<file path="config.mk">
export PLATFORM = sky130hd
export DESIGN_NAME = rs_pool
export DESIGN_NICKNAME = d
export VERILOG_FILES = /design/src/rtl/rs_pkg.sv /design/src/rtl/rs_entry.sv /design/src/rtl/rs_age_pick.sv /design/src/rtl/rs_exec_stub.sv /design/src/rtl/rs_pool.sv
export SDC_FILE = /design/constraint.sdc
export NUM_CORES = 2
export LEC_CHECK = 0
export BUFFER_PORTS_ARGS = -buffer_cell sky130_fd_sc_hd__buf_4
export CAP_MARGIN = 20
export CORE_MARGIN = 3
export CORE_UTILIZATION = 60
export DETAILED_ROUTE_END_ITERATION = 12
export GPL_TIMING_DRIVEN = 0
export PLACE_DENSITY_LB_ADDON = 0.15
export SLEW_MARGIN = 25
export SYNTH_ARGS = -nofsm -noshare
export SYNTH_HDL_FRONTEND = slang
export SYNTH_SLANG_ARGS = --single-unit
</file>
<file path="constraint.sdc">
create_clock -name clk -period 7.85 [get_ports clk]
set_input_delay 0.3925 -clock clk [delete_from_list [all_inputs] [get_ports clk]]
set_output_delay 0.3925 -clock clk [all_outputs]
set_load 0.05 [all_outputs]
</file>
<file path="src/rtl/rs_pkg.sv">
package rs_pkg;
  typedef enum logic [1:0] {
    OP_ADD  = 2'd0,
    OP_SUB  = 2'd1,
    OP_XOR  = 2'd2,
    OP_PASS = 2'd3
  } rs_op_e;
endpackage

</file>
<file path="src/rtl/rs_entry.sv">
module rs_entry
  import rs_pkg::*;
#(
  parameter int DATA_W = 64,
  parameter int TAG_W  = 4
) (
  input  logic              clk,
  input  logic              rst_n,
  input  logic              alloc,
  input  rs_op_e            in_op,
  input  logic [TAG_W-1:0]  in_qa,
  input  logic [DATA_W-1:0] in_va,
  input  logic [TAG_W-1:0]  in_qb,
  input  logic [DATA_W-1:0] in_vb,
  input  logic              bus_valid,
  input  logic [TAG_W-1:0]  bus_tag,
  input  logic [DATA_W-1:0] bus_data,
  input  logic              launch,
  input  logic              release_i,
  output logic              busy,
  output logic              ready,
  output rs_op_e            op,
  output logic [DATA_W-1:0] va,
  output logic [DATA_W-1:0] vb
);
  logic [TAG_W-1:0] qa, qb;
  logic             launched;
  logic             fwd_a, fwd_b, snoop_a, snoop_b;

  // forwarding of a broadcast that coincides with the write
  assign fwd_a   = bus_valid && (in_qa != '0) && (bus_tag == in_qa);
  assign fwd_b   = bus_valid && (in_qb != '0) && (bus_tag == in_qb);
  // capture while resident
  assign snoop_a = busy && bus_valid && (qa != '0) && (bus_tag == qa);
  assign snoop_b = busy && bus_valid && (qb != '0) && (bus_tag == qb);

  assign ready = busy && !launched && (qa == '0) && (qb == '0);

  always_ff @(posedge clk or negedge rst_n) begin
    if (!rst_n) begin
      busy     <= 1'b0;
      launched <= 1'b0;
      op       <= OP_ADD;
      qa       <= '0;
      qb       <= '0;
      va       <= '0;
      vb       <= '0;
    end else if (alloc) begin
      busy     <= 1'b1;
      launched <= 1'b0;
      op       <= in_op;
      qa       <= fwd_a ? '0 : in_qa;
      va       <= fwd_a ? bus_data : in_va;
      qb       <= fwd_b ? '0 : in_qb;
      vb       <= fwd_b ? bus_data : in_vb;
    end else begin
      if (release_i) busy <= 1'b0;
      if (launch) launched <= 1'b1;
      if (snoop_a) begin
        qa <= '0;
        va <= bus_data;
      end
      if (snoop_b) begin
        qb <= '0;
        vb <= bus_data;
      end
    end
  end
endmodule

</file>
<file path="src/rtl/rs_age_pick.sv">
module rs_age_pick #(
  parameter int N = 4
) (
  input  logic         clk,
  input  logic         rst_n,
  input  logic [N-1:0] alloc_vec,
  input  logic [N-1:0] ready_vec,
  output logic [N-1:0] grant,
  output logic         any
);
  // older[i][j] set: station i was written before station j
  logic [N-1:0] older [N];

  always_ff @(posedge clk or negedge rst_n) begin
    if (!rst_n) begin
      for (int i = 0; i < N; i++) older[i] <= '0;
    end else begin
      for (int k = 0; k < N; k++) begin
        if (alloc_vec[k]) begin
          for (int j = 0; j < N; j++) begin
            older[k][j] <= 1'b0;
            if (j != k) older[j][k] <= 1'b1;
          end
        end
      end
    end
  end

  always_comb begin
    for (int i = 0; i < N; i++) begin
      grant[i] = ready_vec[i];
      for (int j = 0; j < N; j++) begin
        if (j != i && ready_vec[j] && older[j][i]) grant[i] = 1'b0;
      end
    end
    any = |ready_vec;
  end
endmodule

</file>
<file path="src/rtl/rs_exec_stub.sv">
module rs_exec_stub
  import rs_pkg::*;
#(
  parameter int DATA_W = 64,
  parameter int TAG_W  = 4,
  parameter int N      = 4,
  parameter int LAT    = 3,
  parameter int BASE_TAG = 1,
  localparam int IDX_W = (N > 1) ? $clog2(N) : 1,
  localparam int CNT_W = $clog2(LAT + 1)
) (
  input  logic              clk,
  input  logic              rst_n,
  input  logic              start,
  input  logic [IDX_W-1:0]  start_idx,
  input  rs_op_e            op,
  input  logic [DATA_W-1:0] a,
  input  logic [DATA_W-1:0] b,
  output logic              accept,
  output logic              res_valid,
  input  logic              res_ready,
  output logic [TAG_W-1:0]  res_tag,
  output logic [DATA_W-1:0] res_data,
  output logic              done,
  output logic [IDX_W-1:0]  done_idx
);
  logic             busy_q;
  logic [CNT_W-1:0] cnt;
  logic [IDX_W-1:0] idx_q;
  logic [DATA_W-1:0] calc;

  always_comb begin
    unique case (op)
      OP_ADD:  calc = a + b;
      OP_SUB:  calc = a - b;
      OP_XOR:  calc = a ^ b;
      default: calc = a;
    endcase
  end

  assign res_valid = busy_q && (cnt == '0);
  assign done      = res_valid && res_ready;
  assign accept    = !busy_q || done;
  assign done_idx  = idx_q;
  assign res_tag   = TAG_W'(BASE_TAG) + TAG_W'(idx_q);

  always_ff @(posedge clk or negedge rst_n) begin
    if (!rst_n) begin
      busy_q   <= 1'b0;
      cnt      <= '0;
      idx_q    <= '0;
      res_data <= '0;
    end else if (start) begin
      busy_q   <= 1'b1;
      cnt      <= CNT_W'(LAT - 1);
      idx_q    <= start_idx;
      res_data <= calc;
    end else if (done) begin
      busy_q <= 1'b0;
    end else if (busy_q && cnt != '0) begin
      cnt <= cnt - 1'b1;
    end
  end
endmodule

</file>
<file path="src/rtl/rs_pool.sv">
module rs_pool
  import rs_pkg::*;
#(
  parameter int DATA_W   = 64,
  parameter int TAG_W    = 4,
  parameter int N        = 4,
  parameter int LAT      = 3,
  parameter int BASE_TAG = 1,
  localparam int IDX_W   = (N > 1) ? $clog2(N) : 1
) (
  input  logic              clk,
  input  logic              rst_n,
  input  logic              iss_valid,
  output logic              iss_ready,
  input  logic [1:0]        iss_op,
  input  logic [TAG_W-1:0]  iss_qa,
  input  logic [DATA_W-1:0] iss_va,
  input  logic [TAG_W-1:0]  iss_qb,
  input  logic [DATA_W-1:0] iss_vb,
  output logic [TAG_W-1:0]  iss_tag,
  input  logic              cdb_valid,
  input  logic [TAG_W-1:0]  cdb_tag,
  input  logic [DATA_W-1:0] cdb_data,
  output logic              res_valid,
  input  logic              res_ready,
  output logic [TAG_W-1:0]  res_tag,
  output logic [DATA_W-1:0] res_data
);
  logic [N-1:0]      ent_busy, ent_rdy, alloc_vec, grant, launch_vec, rel_vec;
  rs_op_e            ent_op [N];
  logic [DATA_W-1:0] ent_va [N];
  logic [DATA_W-1:0] ent_vb [N];
  logic [IDX_W-1:0]  free_idx, disp_idx, done_idx;
  logic              free_any, grant_any, ex_accept, disp_go, ex_done;
  rs_op_e            disp_op;
  logic [DATA_W-1:0] disp_a, disp_b;

  // lowest-index free station
  always_comb begin
    free_idx = '0;
    free_any = 1'b0;
    for (int i = N - 1; i >= 0; i--) begin
      if (!ent_busy[i]) begin
        free_any = 1'b1;
        free_idx = IDX_W'(i);
      end
    end
  end

  assign iss_ready = free_any;
  assign iss_tag   = TAG_W'(BASE_TAG) + TAG_W'(free_idx);

  always_comb begin
    alloc_vec = '0;
    if (iss_valid && iss_ready) alloc_vec[free_idx] = 1'b1;
  end

  genvar g;
  generate
    for (g = 0; g < N; g++) begin : g_ent
      rs_entry #(.DATA_W(DATA_W), .TAG_W(TAG_W)) u_ent (
        .clk       (clk),
        .rst_n     (rst_n),
        .alloc     (alloc_vec[g]),
        .in_op     (rs_op_e'(iss_op)),
        .in_qa     (iss_qa),
        .in_va     (iss_va),
        .in_qb     (iss_qb),
        .in_vb     (iss_vb),
        .bus_valid (cdb_valid),
        .bus_tag   (cdb_tag),
        .bus_data  (cdb_data),
        .launch    (launch_vec[g]),
        .release_i (rel_vec[g]),
        .busy      (ent_busy[g]),
        .ready     (ent_rdy[g]),
        .op        (ent_op[g]),
        .va        (ent_va[g]),
        .vb        (ent_vb[g])
      );
    end
  endgenerate

  rs_age_pick #(.N(N)) u_pick (
    .clk       (clk),
    .rst_n     (rst_n),
    .alloc_vec (alloc_vec),
    .ready_vec (ent_rdy),
    .grant     (grant),
    .any       (grant_any)
  );

  // selected station fields
  always_comb begin
    disp_idx = '0;
    disp_op  = OP_ADD;
    disp_a   = '0;
    disp_b   = '0;
    for (int i = 0; i < N; i++) begin
      if (grant[i]) begin
        disp_idx = IDX_W'(i);
        disp_op  = ent_op[i];
        disp_a   = ent_va[i];
        disp_b   = ent_vb[i];
      end
    end
  end

  assign disp_go    = grant_any && ex_accept;
  assign launch_vec = disp_go ? grant : '0;

  always_comb begin
    rel_vec = '0;
    if (ex_done) rel_vec[done_idx] = 1'b1;
  end

  rs_exec_stub #(
    .DATA_W(DATA_W), .TAG_W(TAG_W), .N(N), .LAT(LAT), .BASE_TAG(BASE_TAG)
  ) u_exec (
    .clk       (clk),
    .rst_n     (rst_n),
    .start     (disp_go),
    .start_idx (disp_idx),
    .op        (disp_op),
    .a         (disp_a),
    .b         (disp_b),
    .accept    (ex_accept),
    .res_valid (res_valid),
    .res_ready (res_ready),
    .res_tag   (res_tag),
    .res_data  (res_data),
    .done      (ex_done),
    .done_idx  (done_idx)
  );
endmodule

</file>
# Word-level counts from Yosys, hierarchy flattened

Index checks and enable logic that the tools add are counted.

Add/subtract/negate cells: 5
Magnitude comparators: 4
Equal/unequal tests: 13
Mux-type cells: 113
Bitwise gates (word level): 1
Reduce and logical (&&, ||, !) cells: 108

Operators by type and width:

| kind                  | number |
|---|---|
| $mux W64              | 26 |
| $pmux W64 S3          | 1 |
| $mux W4               | 24 |
| $add A64 B64 Y64      | 1 |
| $sub A64 B64 Y64      | 1 |
| $xor A64 B64 Y64      | 1 |
| $logic_and A1 B1 Y1   | 55 |
| $reduce_bool A2 Y1    | 25 |
| $mux W1               | 46 |
| $eq A4 B4 Y1          | 10 |
| $reduce_bool A4 Y1    | 10 |
| $logic_not A4 Y1      | 8 |
| $mux W2               | 13 |
| $add A1 B2 Y3 const A | 2 |
| $lt A2 B3 Y1 const B  | 2 |
| $logic_not A1 Y1      | 5 |
| $demux W1 S2          | 2 |
| $ge A2 B1 Y1 const B  | 2 |
| $logic_not A2 Y1      | 2 |
| $reduce_or A4 Y1      | 1 |
| $mux W3               | 1 |
| $eq A2 B1 Y1 const B  | 1 |
| $eq A2 B2 Y1 const B  | 1 |
| $ne A2 B2 Y1 const B  | 1 |
| 3 further kinds       | 3 |

Register bits: 641
Output and inout port bits: 74
Word-level logic and storage cells: 288

# Longest topological paths before layout

Word-level depth: 14
Depth in mapped cells: 30
Depth with buffers taken out: 26

# Hierarchy

A second synthesis with hierarchy kept.

Cells, all modules: 4275
Area total of the unflattened synthesis: 44788.0 µm²

By module, submodules not included:

| module       | instances | cells an instance | area an instance (µm²) | seq. area each (µm²) |
|---|---|---|---|---|
| rs_entry     | 4         | 638               | 8067.7                 | 3503.4 |
| rs_exec_stub | 1         | 1186              | 8941.1                 | 1726.7 |
| rs_pool      | 1         | 491               | 3095.5                 | 0.0 |
| rs_age_pick  | 1         | 46                | 480.5                  | 300.3 |

# Least setup slack after synthesis

OpenSTA, ideal clock, no wires.

Path type: reg-to-reg
From: reg g_ent[1].u_ent.qb[1]
To: reg u_exec.res_data[60]
Data arrival time: 6257 ps
Required time: 7717 ps
Setup slack: 1460 ps
Stages on the path, launching flop included: 27
Path buffers: 4
Path through: dfrtp_1 -> nor4_2 -> buf_4 -> nand3_2 -> nor4_4 -> clkbuf_1 -> and2_1 -> a211oi_1 -> o31ai_2 -> nor2_1 -> clkbuf_1 -> buf_1 -> nor2_1 -> xor2_1 -> ha_1 -> nor2b_1 -> o21a_1 -> o21ai_0 -> a211oi_1 -> a2111oi_1 -> a211o_1 -> nand4b_1 -> a31oi_1 -> nor4_1 -> a2111o_1 -> xnor2_1 -> o21ai_0

Cells in the longest elaborated chain, start to end: 12

RTL lines:

| element                                                 | RTL line           | RTL |
|---|---|---|
| start, declared                                         | rs_entry.sv:26     | `logic [TAG_W-1:0] qa, qb;` |
| start signal, assigned                                  | rs_entry.sv:54     | `qb <= fwd_b ? '0 : in_qb;` |
| $logic_not A4 Y1 *                                      | rs_entry.sv:37     | `assign ready = busy && !launched && (qa == '0) && (qb == '0);` |
| $logic_and A1 B1 Y1 *                                   | rs_entry.sv:37     |  |
| $logic_and A1 B1 Y1                                     | rs_age_pick.sv:33  | `if (j != i && ready_vec[j] && older[j][i]) grant[i] = 1'b0;` |
| $mux W1 (3 in a row)                                    | rs_age_pick.sv:33  |  |
| $mux W64 / $mux W2 (equally long branches) (4 in a row) | rs_pool.sv:100     | `if (grant[i]) begin` |
| $sub A64 B64 Y64, or another cell as far along          | rs_exec_stub.sv:35 | `OP_SUB: calc = a - b;` |
| $pmux W64 S3                                            | rs_exec_stub.sv:33 | `unique case (op)` |
| end signal, assigned                                    | rs_exec_stub.sv:57 | `res_data <= calc;` |
| end, declared                                           | rs_exec_stub.sv:23 | `output logic [DATA_W-1:0] res_data,` |

Every way passes the cells marked *; elsewhere a longest branch is shown, timed or not.
A chain may end at the register's enable or synchronous reset.

# Worst setup path after layout

From: reg g_ent[2].u_ent.qa[1]
To: reg u_exec.res_data[60]

Cells in the longest elaborated chain, start to end: 12

RTL lines:

| element                                                 | RTL line           | RTL |
|---|---|---|
| start, declared                                         | rs_entry.sv:26     |  |
| start signal, assigned                                  | rs_entry.sv:52     | `qa <= fwd_a ? '0 : in_qa;` |
| $logic_not A4 Y1 *                                      | rs_entry.sv:37     |  |
| $logic_and A1 B1 Y1 * (2 in a row)                      | rs_entry.sv:37     |  |
| $logic_and A1 B1 Y1                                     | rs_age_pick.sv:33  |  |
| $mux W1 (2 in a row)                                    | rs_age_pick.sv:33  |  |
| $mux W64 / $mux W2 (equally long branches) (4 in a row) | rs_pool.sv:100     |  |
| $sub A64 B64 Y64, or another cell as far along          | rs_exec_stub.sv:35 |  |
| $pmux W64 S3                                            | rs_exec_stub.sv:33 |  |

Marks and branches as above.

==> results.ini <==
[logic_synthesis]
syn_area_um2=37130
synth_edf_count=0
synth_top_family_by_area=compound AO/OA/AOI/OAI gates
synthSimpleGateAreaFrac=0.2147
synth.area.mux_share=0.004920
synth_cell_types=93
synth_xor_area_frac=0.04860
ys.flop_type=dfrtp_1
synthAdderAreaFrac=0.02379
synth_cells=4571
synth.avg_cell_area_um2=8.122
synth_compound_area_frac=0.2276
synth-seq-cells=641
ys_seq_area_frac=0.4320
yosys_warnings=0
async_reset_ff_frac=1.000

[timing]
skew_ps=41.06
setup_tns_ps=0
max-slew-margin-rel=0.1827
min_period_ps=7832
final_hold_viol_count=0
worstMarginPinSlew_ps=1226
fmax_mhz=127.7
min_period_over_period=0.9977
hold-worst-slack_ps=33.37
finalSetupViolations=0
final-max-slew-violation-count=0

[setup_path]
critPathMaxStageDelay_ps=850
startpoint=g_ent[2].u_ent.qa[1]$_DFFE_PN0P_
r2r-start=g_ent[2].u_ent.qa[1]$_DFFE_PN0P_
path_cells=nor4_4 -> nand4_1 -> buf_4 -> nand4_1 -> clkbuf_1 -> buf_1 -> nand3_1 -> a21oi_1 -> a21oi_1 -> o21ai_0 -> ha_1 -> nand2_1 -> nor2_1 -> a31oi_1 -> o211ai_1 -> a2111oi_4 -> a211o_1 -> nand4b_1 -> a31oi_4 -> nor4_1 -> a2111o_1 -> xnor2_1 -> o21ai_0
worstPathRequired_ps=8330
worstSetupPathType=flip-flop to flip-flop
arrival_ps=8310
worstSetupEndpointType=flip-flop
start_kind=flip-flop
crit_fanout=10
cp_slowest_cell=o21ai_0

[floorplanning]
die_area_um2=64900
chipHeight_um=254.8
io_pins=285
num_rows=90
start_util=0.6106
core_um2=60810
die_w_um=254.8

[clocking]
clk_latency_ps=640
clock_path_buffers=3
cts_root_buf=clkbuf_16
cts_buffers=70
cts_max_level=3
clkTransAtPathRegs_ps=60
cts_sinks=641
cts_tree=done

[global_route]
antenna_found_initial=10
grt_pass1_wl_um=244000
grt_use_total=0.5153
gr-total-overflow=0
grt_pass1_vias=37757
grt_max_degree=94

[min_path]
hold_class=primary input to flip-flop
min_from=iss_vb[27]

[drt]
totalWireLength_um=170900
vias=40288
drc_errors=0
drtPass1Iterations=6
wire_per_inst_um=29.75
ant_nets=0
viasPerCell=7.015
drt_iter0_markers=6888

[pwr]
powerDensity_nw_per_um2=613.7
power.total_mw=26.42
p_leak_nw=18.84
vdd_drop_max_v=0.0003313

[place]
gp_congestion=1.074
dp_hpwl_um=125600
place_area_um2=40090
portBuffers=217

[flow_run]
cap_violations=0

[final_layout]
layout-drive-gt1-share=0.1234
post-route-util=0.7079
finalInstanceArea_um2=43050
nets=5182
syn2layout_area_growth_pct=15.94
n_fill_cell=5029
layout_commonest_cell=nor2_1
mostFrequentLayoutCells=nor2_1 (1247), dfrtp_1 (641), o22ai_1 (543), nand2_1 (350), buf_4 (246)

[run_status]
outcome=finished, final reports clean

[through the flow]
step           setup slack [ps]  std cells
2_1_floorplan              1460       4572
3_3_place_gp              -1830       5571
3_5_place_dp              -1683       5584
4_1_cts                 0.06928       5715
5_1_grt                  -22.97       5741
6_report                  18.22       5743
[state kept, by name, summed over array words and instances, names as in the netlist]
name,flops
u_exec.done_idx,2
u_exec.res_data,64
g_ent.u_ent.qa,16
u_exec.busy_q,1
g_ent.u_ent.busy,4
g_ent.u_ent.op,8
g_ent.u_ent.qb,16
g_ent.u_ent.launched,4
g_ent.u_ent.va,256
u_exec.cnt,2
u_pick.older,12
g_ent.u_ent.vb,256
[Yosys cell counts, drive strengths merged (11+ instances only)]
| master | number | share of area |
|---|---|---|
| nor2 | 1252 | 0.13 |
| o22ai | 544 | 0.092 |
| inv | 47 | 0.0048 |
| and3 | 25 | 0.0044 |
| a31oi | 35 | 0.0059 |
| a22oi | 49 | 0.011 |
| a221oi | 25 | 0.0061 |
| and2 | 20 | 0.0034 |
| or3 | 14 | 0.0024 |
| nor3 | 44 | 0.0069 |
| nand2 | 352 | 0.036 |
| nand4 | 38 | 0.0068 |
| a21o | 59 | 0.012 |
| ha | 69 | 0.023 |
| o21a | 11 | 0.0022 |
| xor2 | 92 | 0.022 |
| a211oi | 32 | 0.0066 |
| nor4 | 18 | 0.0048 |
| dfrtp | 641 | 0.43 |
| nand2b | 16 | 0.0027 |
| a221o | 41 | 0.011 |
| or2 | 12 | 0.0020 |
| o21ai | 213 | 0.029 |
| mux2i | 16 | 0.0043 |
| buf | 78 | 0.010 |
| o31ai | 13 | 0.0029 |
| nand3 | 59 | 0.0084 |
| a21oi | 193 | 0.026 |
| clkbuf | 308 | 0.033 |
| o22a | 14 | 0.0033 |
| o221ai | 11 | 0.0029 |
| xnor2 | 114 | 0.027 |
[final timing paths]
check / to / slack (ps) / depth (start not counted)
setup reg to reg: u_exec.res_data[60]$_DFFE_PN0P_ / 20 / 23
hold / removal: g_ent[1].u_ent.vb[27]$_DFFE_PN0P_ / 30 / 3
max in group asynchronous: g_ent[1].u_ent.vb[21]$_DFFE_PN0P_ / 6030 / 5
hold reg to reg: g_ent[1].u_ent.op[1]$_DFFE_PN0P_ / 470 / 2
setup / recovery: u_exec.res_data[60]$_DFFE_PN0P_ / 20 / 23
min in group asynchronous: u_exec.res_data[57]$_DFFE_PN0P_ / 270 / 2
[cells by family after synthesis]
kind of cell | Yosys count
simple gates | 1892
compound gates | 1310
flops | 641
buf+inv | 433
xor+xnor | 206
fa+ha+maj | 70
mux | 18
other cells | 1
[final cells by class]
type | count | area (µm²) | share of cell area
Multi-Input combinational cell | 3498 | 19690 | 0.4573
Clock inverter | 20 | 226.5 | 0.005261
Clock buffer | 101 | 2059 | 0.04784
Inverter | 47 | 176.4 | 0.004098
Buffer | 385 | 1689 | 0.03924
Tap cell | 782 | 978.4 | 0.02273
Sequential cell | 641 | 16040 | 0.3726
Timing Repair Buffer | 258 | 2161 | 0.05020
Antenna cell | 11 | 27.53 | 0.0006395
[critical path: cells and delay by family (launching register included)]
kind                       cells  cell delay (ps)
AOI/OAI and AO/OA             10             3160
buffers and inverters          3             1590
adders and majority gates      1              450
xor gates and xnor gates       1              170
and+or+nand+nor                8             1850
DFF                            1              430
[routing by layer]
layer / vias to the layer above / part of all wire / wire length, µm / global-route usage
li1: 16822 / - / - / -
met1: 18928 / 0.34 / 57760 / 0.6164
met2: 3603 / 0.41 / 69400 / 0.7328
met3: 925 / 0.17 / 28860 / 0.2547
met4: 10 / 0.085 / 14480 / 0.3365
met5: - / 0.0021 / 360 / 0.02857
[power breakdown]
group	internal, mW	total (mW)	switching (mW)
Combinational	5.75	17.0	11.2
Sequential	4.92	6.04	1.12
Clock	1.93	3.39	1.46
Total	12.6	26.4	13.8
[what timing repair did]
item / 4_1_cts / 5_1_grt
setup buffers: 8 / 17
endpoints found under the setup margin: 46 / 23
hold endpoints to repair: 53 / 0
hold buffers: 3 / 0
gates cloned: 0 / 0
gates resized for setup: 53 / 67
pin swaps: 5 / 14
Power figures use the tool's default switching activity.
